==> src/rtl/ecc1_pkg.sv <==
package ecc1_pkg;

  localparam int OFF_W  = 9;
  localparam int HALF_W = OFF_W + 3;
  localparam int CODE_W = 2 * HALF_W;
  localparam int RAW_W  = 32;

  typedef enum logic [1:0] {
    ST_CLEAN    = 2'd0,
    ST_DATA_FIX = 2'd1,
    ST_CODE_BIT = 2'd2,
    ST_BAD      = 2'd3
  } ecc_status_e;

  typedef struct packed {
    ecc_status_e        st;
    logic [OFF_W-1:0]   off;
    logic [2:0]         bidx;
  } ecc_result_t;

  // par = {odd, even}; fold one byte at a given offset into it
  function automatic logic [CODE_W-1:0] par_step(input logic [CODE_W-1:0] par,
                                                 input logic [7:0] b,
                                                 input logic [OFF_W-1:0] off);
    logic [HALF_W-1:0] odd, even, a;
    odd  = par[CODE_W-1:HALF_W];
    even = par[HALF_W-1:0];
    for (int i = 0; i < 8; i++) begin
      a = {off, 3'(i)};
      if (b[i]) begin
        odd  = odd ^ a;
        even = even ^ ~a;
      end
    end
    return {odd, even};
  endfunction

  function automatic logic [RAW_W-1:0] pack_raw(input logic [CODE_W-1:0] par);
    return {4'b0, par[CODE_W-1:HALF_W], 4'b0, par[HALF_W-1:0]};
  endfunction

  function automatic ecc_result_t classify(input logic [CODE_W-1:0] stored,
                                           input logic [CODE_W-1:0] calc,
                                           input int unsigned lim);
    ecc_result_t       r;
    logic [CODE_W-1:0] d;
    logic [HALF_W-1:0] x;
    d = stored ^ calc;
    x = d[CODE_W-1:HALF_W] ^ d[HALF_W-1:0];
    r = '{st: ST_CLEAN, off: '0, bidx: '0};
    if (d == '0) begin
      r.st = ST_CLEAN;
    end else if (x == '1) begin
      if (32'(d[CODE_W-1:HALF_W+3]) < lim) begin
        r.st   = ST_DATA_FIX;
        r.off  = d[CODE_W-1:HALF_W+3];
        r.bidx = d[HALF_W+2:HALF_W];
      end else begin
        r.st = ST_BAD;
      end
    end else if ((d & (d - 1'b1)) == '0) begin
      r.st = ST_CODE_BIT;
    end else begin
      r.st = ST_BAD;
    end
    return r;
  endfunction

endpackage

==> src/rtl/ecc1_offset_ctr.sv <==
module ecc1_offset_ctr
  import ecc1_pkg::*;
#(
  parameter int SECTOR_BYTES = 512
) (
  input  logic             clk,
  input  logic             rst_n,
  input  logic             in_valid,
  input  logic             in_sof,
  output logic [OFF_W-1:0] off,
  output logic             in_range
);
  localparam int CNT_W = OFF_W + 1;

  logic [CNT_W-1:0] cnt_q;
  logic [CNT_W-1:0] cur;

  assign cur      = in_sof ? '0 : cnt_q;
  assign in_range = 32'(cur) < SECTOR_BYTES;
  assign off      = cur[OFF_W-1:0];

  always_ff @(posedge clk or negedge rst_n) begin
    if (!rst_n) cnt_q <= '0;
    else if (in_valid && in_range) cnt_q <= cur + 1'b1;
  end

  // the offset counter never runs past the sector end
  a_r5_cnt_bound: assert property (@(posedge clk) disable iff (!rst_n)
    32'(cnt_q) <= SECTOR_BYTES);

  // a start-of-sector byte is taken at offset 0, so the next one is 1
  a_r5_sof_restarts: assert property (@(posedge clk) disable iff (!rst_n)
    in_valid && in_sof |=> cnt_q == CNT_W'(1));

endmodule

==> src/rtl/ecc1_cs_acc.sv <==
module ecc1_cs_acc
  import ecc1_pkg::*;
(
  input  logic              clk,
  input  logic              rst_n,
  input  logic              restart,
  input  logic              rd_clr,
  input  logic              take,
  input  logic [7:0]        in_byte,
  input  logic [OFF_W-1:0]  off,
  output logic [CODE_W-1:0] par,
  output logic              armed
);
  always_ff @(posedge clk or negedge rst_n) begin
    if (!rst_n) begin
      par   <= '0;
      armed <= 1'b0;
    end else if (restart) begin
      par   <= '0;
      armed <= 1'b1;
    end else if (rd_clr) begin
      par   <= '0;
      armed <= 1'b0;
    end else if (take && armed) begin
      par <= par_step(par, in_byte, off);
    end
  end

  // a stopped context holds no parity
  a_r3_stopped_is_zero: assert property (@(posedge clk) disable iff (!rst_n)
    !armed |-> par == '0);

  // without a tagged byte or control, the context keeps still
  a_r4_hold_when_idle: assert property (@(posedge clk) disable iff (!rst_n)
    !take && !restart && !rd_clr |=> $stable(par));

endmodule

==> src/rtl/ecc1_classifier.sv <==
module ecc1_classifier
  import ecc1_pkg::*;
#(
  parameter int SECTOR_BYTES = 512
) (
  input  logic              clk,
  input  logic              rst_n,
  input  logic              cmp_req,
  input  logic [CODE_W-1:0] cmp_stored,
  input  logic [CODE_W-1:0] cmp_calc,
  output logic              res_valid,
  output ecc_result_t       res_q
);
  ecc_result_t res_d;
  logic        codes_equal;

  assign res_d       = classify(cmp_stored, cmp_calc, SECTOR_BYTES);
  assign codes_equal = (cmp_stored == cmp_calc);

  always_ff @(posedge clk or negedge rst_n) begin
    if (!rst_n) begin
      res_valid <= 1'b0;
      res_q     <= '{st: ST_CLEAN, off: '0, bidx: '0};
    end else begin
      res_valid <= cmp_req;
      if (cmp_req) res_q <= res_d;
    end
  end

  // one result per request, on the next clock
  a_r6_result_follows: assert property (@(posedge clk) disable iff (!rst_n)
    cmp_req |=> res_valid);
  a_r6_no_spurious: assert property (@(posedge clk) disable iff (!rst_n)
    !cmp_req |=> !res_valid);

  // equal codes are always clean
  a_r7_equal_is_clean: assert property (@(posedge clk) disable iff (!rst_n)
    cmp_req && codes_equal |=> res_q.st == ST_CLEAN);

  // a reported data fix always lies inside the sector
  a_r9_fix_in_range: assert property (@(posedge clk) disable iff (!rst_n)
    res_valid && res_q.st == ST_DATA_FIX |-> 32'(res_q.off) < SECTOR_BYTES);

  // no position is given unless a data bit is fixed
  a_r10_no_pos: assert property (@(posedge clk) disable iff (!rst_n)
    res_valid && res_q.st != ST_DATA_FIX |-> res_q.off == '0 && res_q.bidx == '0);

endmodule

==> src/rtl/ecc1_hamming.sv <==
module ecc1_hamming
  import ecc1_pkg::*;
#(
  parameter int SECTOR_BYTES = 512,
  parameter int NUM_CS       = 4,
  localparam int CS_W        = (NUM_CS > 1) ? $clog2(NUM_CS) : 1
) (
  input  logic              clk,
  input  logic              rst_n,
  input  logic              in_valid,
  input  logic              in_sof,
  input  logic [CS_W-1:0]   in_cs,
  input  logic [7:0]        in_byte,
  input  logic [NUM_CS-1:0] restart,
  input  logic              rd_en,
  input  logic [CS_W-1:0]   rd_cs,
  output logic              rd_valid,
  output logic [31:0]       rd_raw,
  output logic [23:0]       rd_code,
  input  logic              cmp_req,
  input  logic [23:0]       cmp_stored,
  input  logic [23:0]       cmp_calc,
  output logic              res_valid,
  output logic [1:0]        res_status,
  output logic [8:0]        res_byte,
  output logic [2:0]        res_bit
);
  logic [OFF_W-1:0]  off;
  logic              in_range;
  logic [CODE_W-1:0] par_arr [NUM_CS];
  logic [NUM_CS-1:0] armed_vec;
  logic [CODE_W-1:0] rd_sel;
  logic [CODE_W-1:0] rd_q;
  ecc_result_t       res_q;

  ecc1_offset_ctr #(.SECTOR_BYTES(SECTOR_BYTES)) u_off (
    .clk(clk), .rst_n(rst_n), .in_valid(in_valid), .in_sof(in_sof),
    .off(off), .in_range(in_range));

  for (genvar g = 0; g < NUM_CS; g++) begin : g_cs
    logic take_g, clr_g;
    assign take_g = in_valid && in_range && (in_cs == CS_W'(g));
    assign clr_g  = rd_en && (rd_cs == CS_W'(g));
    ecc1_cs_acc u_acc (
      .clk(clk), .rst_n(rst_n), .restart(restart[g]), .rd_clr(clr_g),
      .take(take_g), .in_byte(in_byte), .off(off),
      .par(par_arr[g]), .armed(armed_vec[g]));
  end

  always_comb begin
    rd_sel = '0;
    for (int c = 0; c < NUM_CS; c++)
      if (rd_cs == CS_W'(c)) rd_sel = par_arr[c];
  end

  always_ff @(posedge clk or negedge rst_n) begin
    if (!rst_n) begin
      rd_valid <= 1'b0;
      rd_q     <= '0;
    end else begin
      rd_valid <= rd_en;
      if (rd_en) rd_q <= rd_sel;
    end
  end

  assign rd_raw  = pack_raw(rd_q);
  assign rd_code = ~rd_q;

  ecc1_classifier #(.SECTOR_BYTES(SECTOR_BYTES)) u_cls (
    .clk(clk), .rst_n(rst_n), .cmp_req(cmp_req), .cmp_stored(cmp_stored),
    .cmp_calc(cmp_calc), .res_valid(res_valid), .res_q(res_q));

  assign res_status = res_q.st;
  assign res_byte   = res_q.off;
  assign res_bit    = res_q.bidx;

  // a readout follows every read request and nothing else
  a_r3_read_latency: assert property (@(posedge clk) disable iff (!rst_n)
    rd_en |=> rd_valid);
  a_r3_read_quiet: assert property (@(posedge clk) disable iff (!rst_n)
    !rd_en |=> !rd_valid);

  // a read without a restart leaves that context stopped
  a_r3_read_stops: assert property (@(posedge clk) disable iff (!rst_n)
    rd_en && !restart[rd_cs] |=> !armed_vec[$past(rd_cs)]);

  // the spare bits of the raw readout are always zero
  a_r1_raw_spare_zero: assert property (@(posedge clk) disable iff (!rst_n)
    rd_raw[31:28] == 4'b0 && rd_raw[15:12] == 4'b0);

endmodule

==> config.mk <==
export PLATFORM = sky130hd
export DESIGN_NAME = ecc1_hamming
export DESIGN_NICKNAME = d
export VERILOG_FILES = /design/src/rtl/ecc1_pkg.sv /design/src/rtl/ecc1_offset_ctr.sv /design/src/rtl/ecc1_cs_acc.sv /design/src/rtl/ecc1_classifier.sv /design/src/rtl/ecc1_hamming.sv
export SDC_FILE = /design/constraint.sdc
export NUM_CORES = 1
export LEC_CHECK = 0
export BUFFER_PORTS_ARGS = -buffer_cell sky130_fd_sc_hd__buf_2
export CORE_ASPECT_RATIO = 0.75
export CORE_UTILIZATION = 55
export CTS_BUF_LIST = sky130_fd_sc_hd__clkbuf_2 sky130_fd_sc_hd__clkbuf_4 sky130_fd_sc_hd__clkbuf_8
export CTS_CLUSTER_DIAMETER = 60
export DETAILED_ROUTE_END_ITERATION = 8
export GPL_TIMING_DRIVEN = 0
export HOLD_SLACK_MARGIN = 0.03
export PLACE_DENSITY = 0.75
export RECOVER_POWER = 100
export SLEW_MARGIN = 20
export SYNTH_ARGS = -nofsm -noshare
export SYNTH_HDL_FRONTEND = slang
export SYNTH_HIERARCHICAL = 1
export SYNTH_SLANG_ARGS = --single-unit
==> constraint.sdc <==
create_clock -name clk -period 6.25 [get_ports clk]
set_input_delay 0 -clock clk [delete_from_list [all_inputs] [get_ports clk]]
set_output_delay 0 -clock clk [all_outputs]
set_load 0.05 [all_outputs]
# Yosys cells after proc, flatten, opt, wreduce, memory -nomap -nowiden
# Cells that the tools add are included.
[op_classes]
muxes = 262
n_mul = 0
n_addsub = 2
order_cmp = 1
reduce_logical = 25
shifts = 0
div_mod_pow = 0
n_bitwise = 76
eq_ne = 7
[ops]
columns = ["op", "n"]
rows = [
  ["2-to-1 mux 12 bit", 234],
  ["bitwise XOR 12 bit", 65],
  ["2-to-1 mux 24 bit", 16],
  ["inverter 12 bit", 8],
  ["zero test 24 bit", 2],
  ["AND 24 bit", 1],
  ["inverter 24 bit", 1],
  ["subtractor 24 x 1 -> 24 bit, second input constant", 1],
  ["bitwise XOR 24 bit", 1],
  ["logical AND 1 bit", 13],
  ["== test 12 bit, second input constant", 1],
  ["nonzero test 3 bit", 4],
  ["adder 10 x 1 -> 10 bit, second input constant", 1],
  ["less-than comparator 10 bit, second input constant", 1],
  ["2-to-1 mux 10 bit", 1],
  ["2-to-1 mux 1 bit", 9],
  ["== test 2 bit, second input constant", 4],
  ["nonzero test 2 bit", 4],
  ["== test 2 x 1 -> 1 bit, second input constant", 2],
  ["zero test 2 bit", 2],
  ["2-to-1 mux 2 bit", 2],
]
[totals]
word_cells = 388
mem_count = 0
latchBits = 0
regBits = 150
ramBits = 0
out_inout_bits = 72
in_bits = 70
romBits = 0

# Depth between registers and ports, before layout
[logic_depth]
depth_word = 43
ltp_mapped = 9
depth_no_buf = 7

# Cells and area by module
# The synthesis kept the hierarchy.
[modules_own_cells]
columns = ["mod", "instances", "area_each_um2", "cells_each", "seq_area_each_um2"]
rows = [
  ["ecc1_cs_acc", 4, 1280.0, 136, 625.6],
  ["ecc1_hamming", 1, 1895.6, 181, 625.6],
  ["ecc1_classifier", 1, 1417.6, 132, 375.4],
  ["ecc1_offset_ctr", 1, 641.9, 69, 250.2],
]

# Worst setup path before layout
# OpenSTA, ideal clock, no wires.
[synth_path]
path_type = "reg2reg"
from = "register u_off.cnt_q[0]"
to = "register u_off.cnt_q[6]"
t_required_ns = 6.126
path_buffers = 0
stages_incl_launch_ff = 6
period_less_slack_ns = 1.970
setup_slack_ns = 4.280
setup_ns = 0.124
arrival_ns = 1.846
path_cell_list = "dfrtp_1 nor2b_1 ha_1 nand3b_1 or2_2 a211o_1"
[synth_via]
elab_chain_len = 3
elab_cells_between_ends = 4
cone_classes = "add/sub: 1; order compare: 1; mux: 1; reduce/logical: 1"
[synth_rtl]
columns = ["element", "line", "text"]
rows = [
  ["from (decl)", "ecc1_offset_ctr.sv:15", "logic [CNT_W-1:0] cnt_q;"],
  ["from (signal assigned)", "ecc1_offset_ctr.sv:24", "else if (in_valid && in_range) cnt_q <= cur + 1'b1;"],
  ["2-to-1 mux 10 bit *", "ecc1_offset_ctr.sv:18", "assign cur = in_sof ? '0 : cnt_q;"],
  ["named net off[0]", "ecc1_hamming.sv:28", "logic [OFF_W-1:0] off;"],
  ["less-than comparator 10 bit", "ecc1_offset_ctr.sv:19", "assign in_range = 32'(cur) < SECTOR_BYTES;"],
  ["logical AND 1 bit", "ecc1_offset_ctr.sv:24", ""],
]
# Mark *: on every way through the listed nets, which the timed path passes. The rest lies on a longest branch.
# A chain may end at the register's enable or synchronous reset.

==> flow_summary.yaml <==
synth:
  yosysWarnings: 6
  synth_top_area_cell: "dfrtp_1"
  synth_area_leaders: "dfrtp_1, xnor2_1, mux2i_1"
  yosysSeqAreaShare_pct: 41.4
  synth_seq_cells: 150
  ys_async_sr_fraction_pct: 100
  synth_cell_type_count: 61
  avgSynthCellArea_um2: 9.80
  syn-instance-count: 926
  ys.flop_type: "dfrtp_1"
  synth_area_um2: 9070
  synth_edf_count: 0
  synth_top_cell_area_share_pct: 41.4
final_layout:
  syn2layout_area_growth_pct: 17.5
  fillers: 1336
  layout_commonest_cell: "dfrtp_1"
  finalCoreUtilization_pct: 66.4
  diodes: 0
  final_cell_mix: "dfrtp_1, clkbuf_1, a21oi_1"
  fin_cells: 1342
  drive_above_1_share_pct: 13.8
  nets: 1191
sta:
  max_freq_mhz: 295
  hold_viol_final: 0
  setup_viol: 0
  rsz0062_at_grt: "false"
  fin_crit_ps: 3390
  final.setup_skew_ps: 13.0
  relSlewSlack_pct: -145
  slew_viol_final: 63
  tightestPinTransition_ps: 3670
  fin_crit_sh_pct: 54.3
  setup_slack_ps: 2860
  setup-tns-final_ps: 0
worst_setup_path:
  path_class: "input pin to async pin"
  cp-start-kind: "input pin"
  cp_slowest_cell: "clkbuf_1"
  required_ps: 5990
  cpPeakStageDelay_ps: 2570
  crit_family: "buffers and inverters"
  path_max_fanout: 63
  crit_buf_inv: 2
  crit_path_end_kind: "async pin"
  crit_chain: "dlygate4sd3_1, clkbuf_1"
  worstPathArrival_ps: 3130
power:
  max-vdd-ir-drop_uv: 128
  p_leak_nw: 4.22
  p_per_area_nw_per_um2: 236
  finalPower_w: 0.00252
detailed_routing:
  wl_um: 25000
  wl_per_cell_um: 18.6
  firstDrtPassIters: 5
  vias: 7955
  drc: 0
  drtAntennaViolNets: 0
  drtIter0Drc: 776
  routed_via_density: 5.93
floorplan:
  ios: 142
  rows: 40
  die_w_um: 150
  initial_core_util_pct: 56.5
  dieArea_um2: 17000
  chipHeight_um: 113
  core-area_um2: 16100
cts:
  ctsHoldBuffers: 35
  clockBufferDepth: 2
  postCtsSetupRepairBufs: 0
  tritoncts: "built"
  cts_resized: 0
  cts_made_buffers: 17
  clk_pin_slew_worst_paths_ps: 80
  clk_latency_ps: 460
  clock_sinks: 150
  htree_num_levels: 4
  clock-root-buffer: "clkbuf_8"
place:
  dp_cells: 1276
  dp_slack_ps: 3800
  portBuffers: 132
  finalWeightedCongestion: 0.853
  hpwl_um: 17500
global_routing:
  antenna_found_initial: 0
  grt_pass1_wl_um: 39400
  grt_start_max_net_pins: 89
  grt_usage_pct: 30.4
  grt_pass1_vias: 7367
  grt_overflow: 0
run_status:
  violations: "capacitance limit, slew limit"
  status: "complete, but fails checks"
worst_hold_path:
  worstHoldPathType: "input pin to flip-flop"
run:
  max-cap-violations: 1
## per-stage QoR
stage | instance area [um^2] | hold WS, ps
3_3_place_gp | 10000 | 135
4_1_cts | 10900 | 51.6
2_1_floorplan | 9100 | -296
5_1_grt | 10700 | 82.1
6_report | 10700 | 79.6
3_5_place_dp | 10100 | -10.7
## area by class of cell
type / count / area, um^2 / area share [%]
plain buffers: 66 / 299 / 2.80
well taps: 210 / 263 / 2.46
repair buffers: 168 / 953 / 8.94
inverters: 37 / 139 / 1.30
clock buffers: 22 / 297 / 2.78
flip-flops and latches: 150 / 3750 / 35.2
multi-input cells: 680 / 4810 / 45.1
clock inverters: 9 / 148 / 1.38
## per-layer routing
layer | part of all wire [%] | vias to the layer above | wire length [um] | track usage, %
li1 | - | 3728 | - | -
met1 | 45 | 3811 | 11200 | 44.1
met2 | 44 | 371 | 11100 | 45.0
met3 | 8.9 | 45 | 2230 | 6.90
met4 | 1.8 | 0 | 437 | 9.16
met5 | 0 | - | 0 | 0
## worst paths after layout
path	from	endpoint	slack [ps]	depth (start not counted)
setup / recovery	rst_n	g_cs[1].u_acc/par[12]$_DFFE_PN0P_	2860	2
min in group asynchronous	rst_n	g_cs[1].u_acc/par[20]$_DFFE_PN0P_	1340	2
max in group clk	in_sof	u_off/cnt_q[6]$_DFFE_PN0P_	3140	9
setup reg to reg	u_off/cnt_q[1]$_DFFE_PN0P_	u_off/cnt_q[6]$_DFFE_PN0P_	3490	5
hold reg to reg	g_cs[2].u_acc/armed$_DFFE_PN0P_	g_cs[2].u_acc/armed$_DFFE_PN0P_	500	1
hold / removal	in_cs[1]	g_cs[0].u_acc/par[3]$_DFFE_PN0P_	80	5
## power breakdown
part / switching, W / internal [W]
combinational: 0.000425 / 0.000199
clock: 0.000376 / 0.000478
sequential: 0.0000350 / 0.00101
## flip-flops by register name, summed over array words and instances, names as in the netlist
| register | flops |
|---|---|
| u_cls/res_q | 14 |
| g_cs.u_acc/armed | 4 |
| g_cs.u_acc/par | 96 |
| rd_q | 24 |
| rd_valid | 1 |
| u_off/cnt_q | 10 |
| u_cls/res_valid | 1 |
## cell families (layout without fill, tap and decap cells)
group                      Yosys count  count (layout)  share of synthesized area (%)
AOI/OAI and AO/OA                  263             263                           19.0
and+or+nand+nor                    258             258                           16.8
DFF                                150             150                           41.4
buffers and inverters              103             302                           5.23
xor gates and xnor gates            97              97                           11.6
muxes                               52              52                           5.75
adders and majority gates            2               2                          0.248
other                                1               8                         0.0413
## cells in the mapped netlist, types with 5 or more instances
library cell	instances
dfrtp_1	150
a21oi_1	99
o21ai_0	68
xnor2_1	65
or3_1	62
nand2_1	60
mux2i_1	51
clkbuf_1	41
inv_1	37
o31ai_1	36
or4_1	36
nand2b_1	29
o221ai_2	18
nor2_1	16
xnor2_2	13
xor2_1	13
buf_4	12
nor2b_1	11
nand3_1	9
o2bb2ai_1	8
nand4_1	6
o221ai_1	6
buf_6	5
or2_2	5
xnor2_4	5
(Power assumes the default switching activity.)
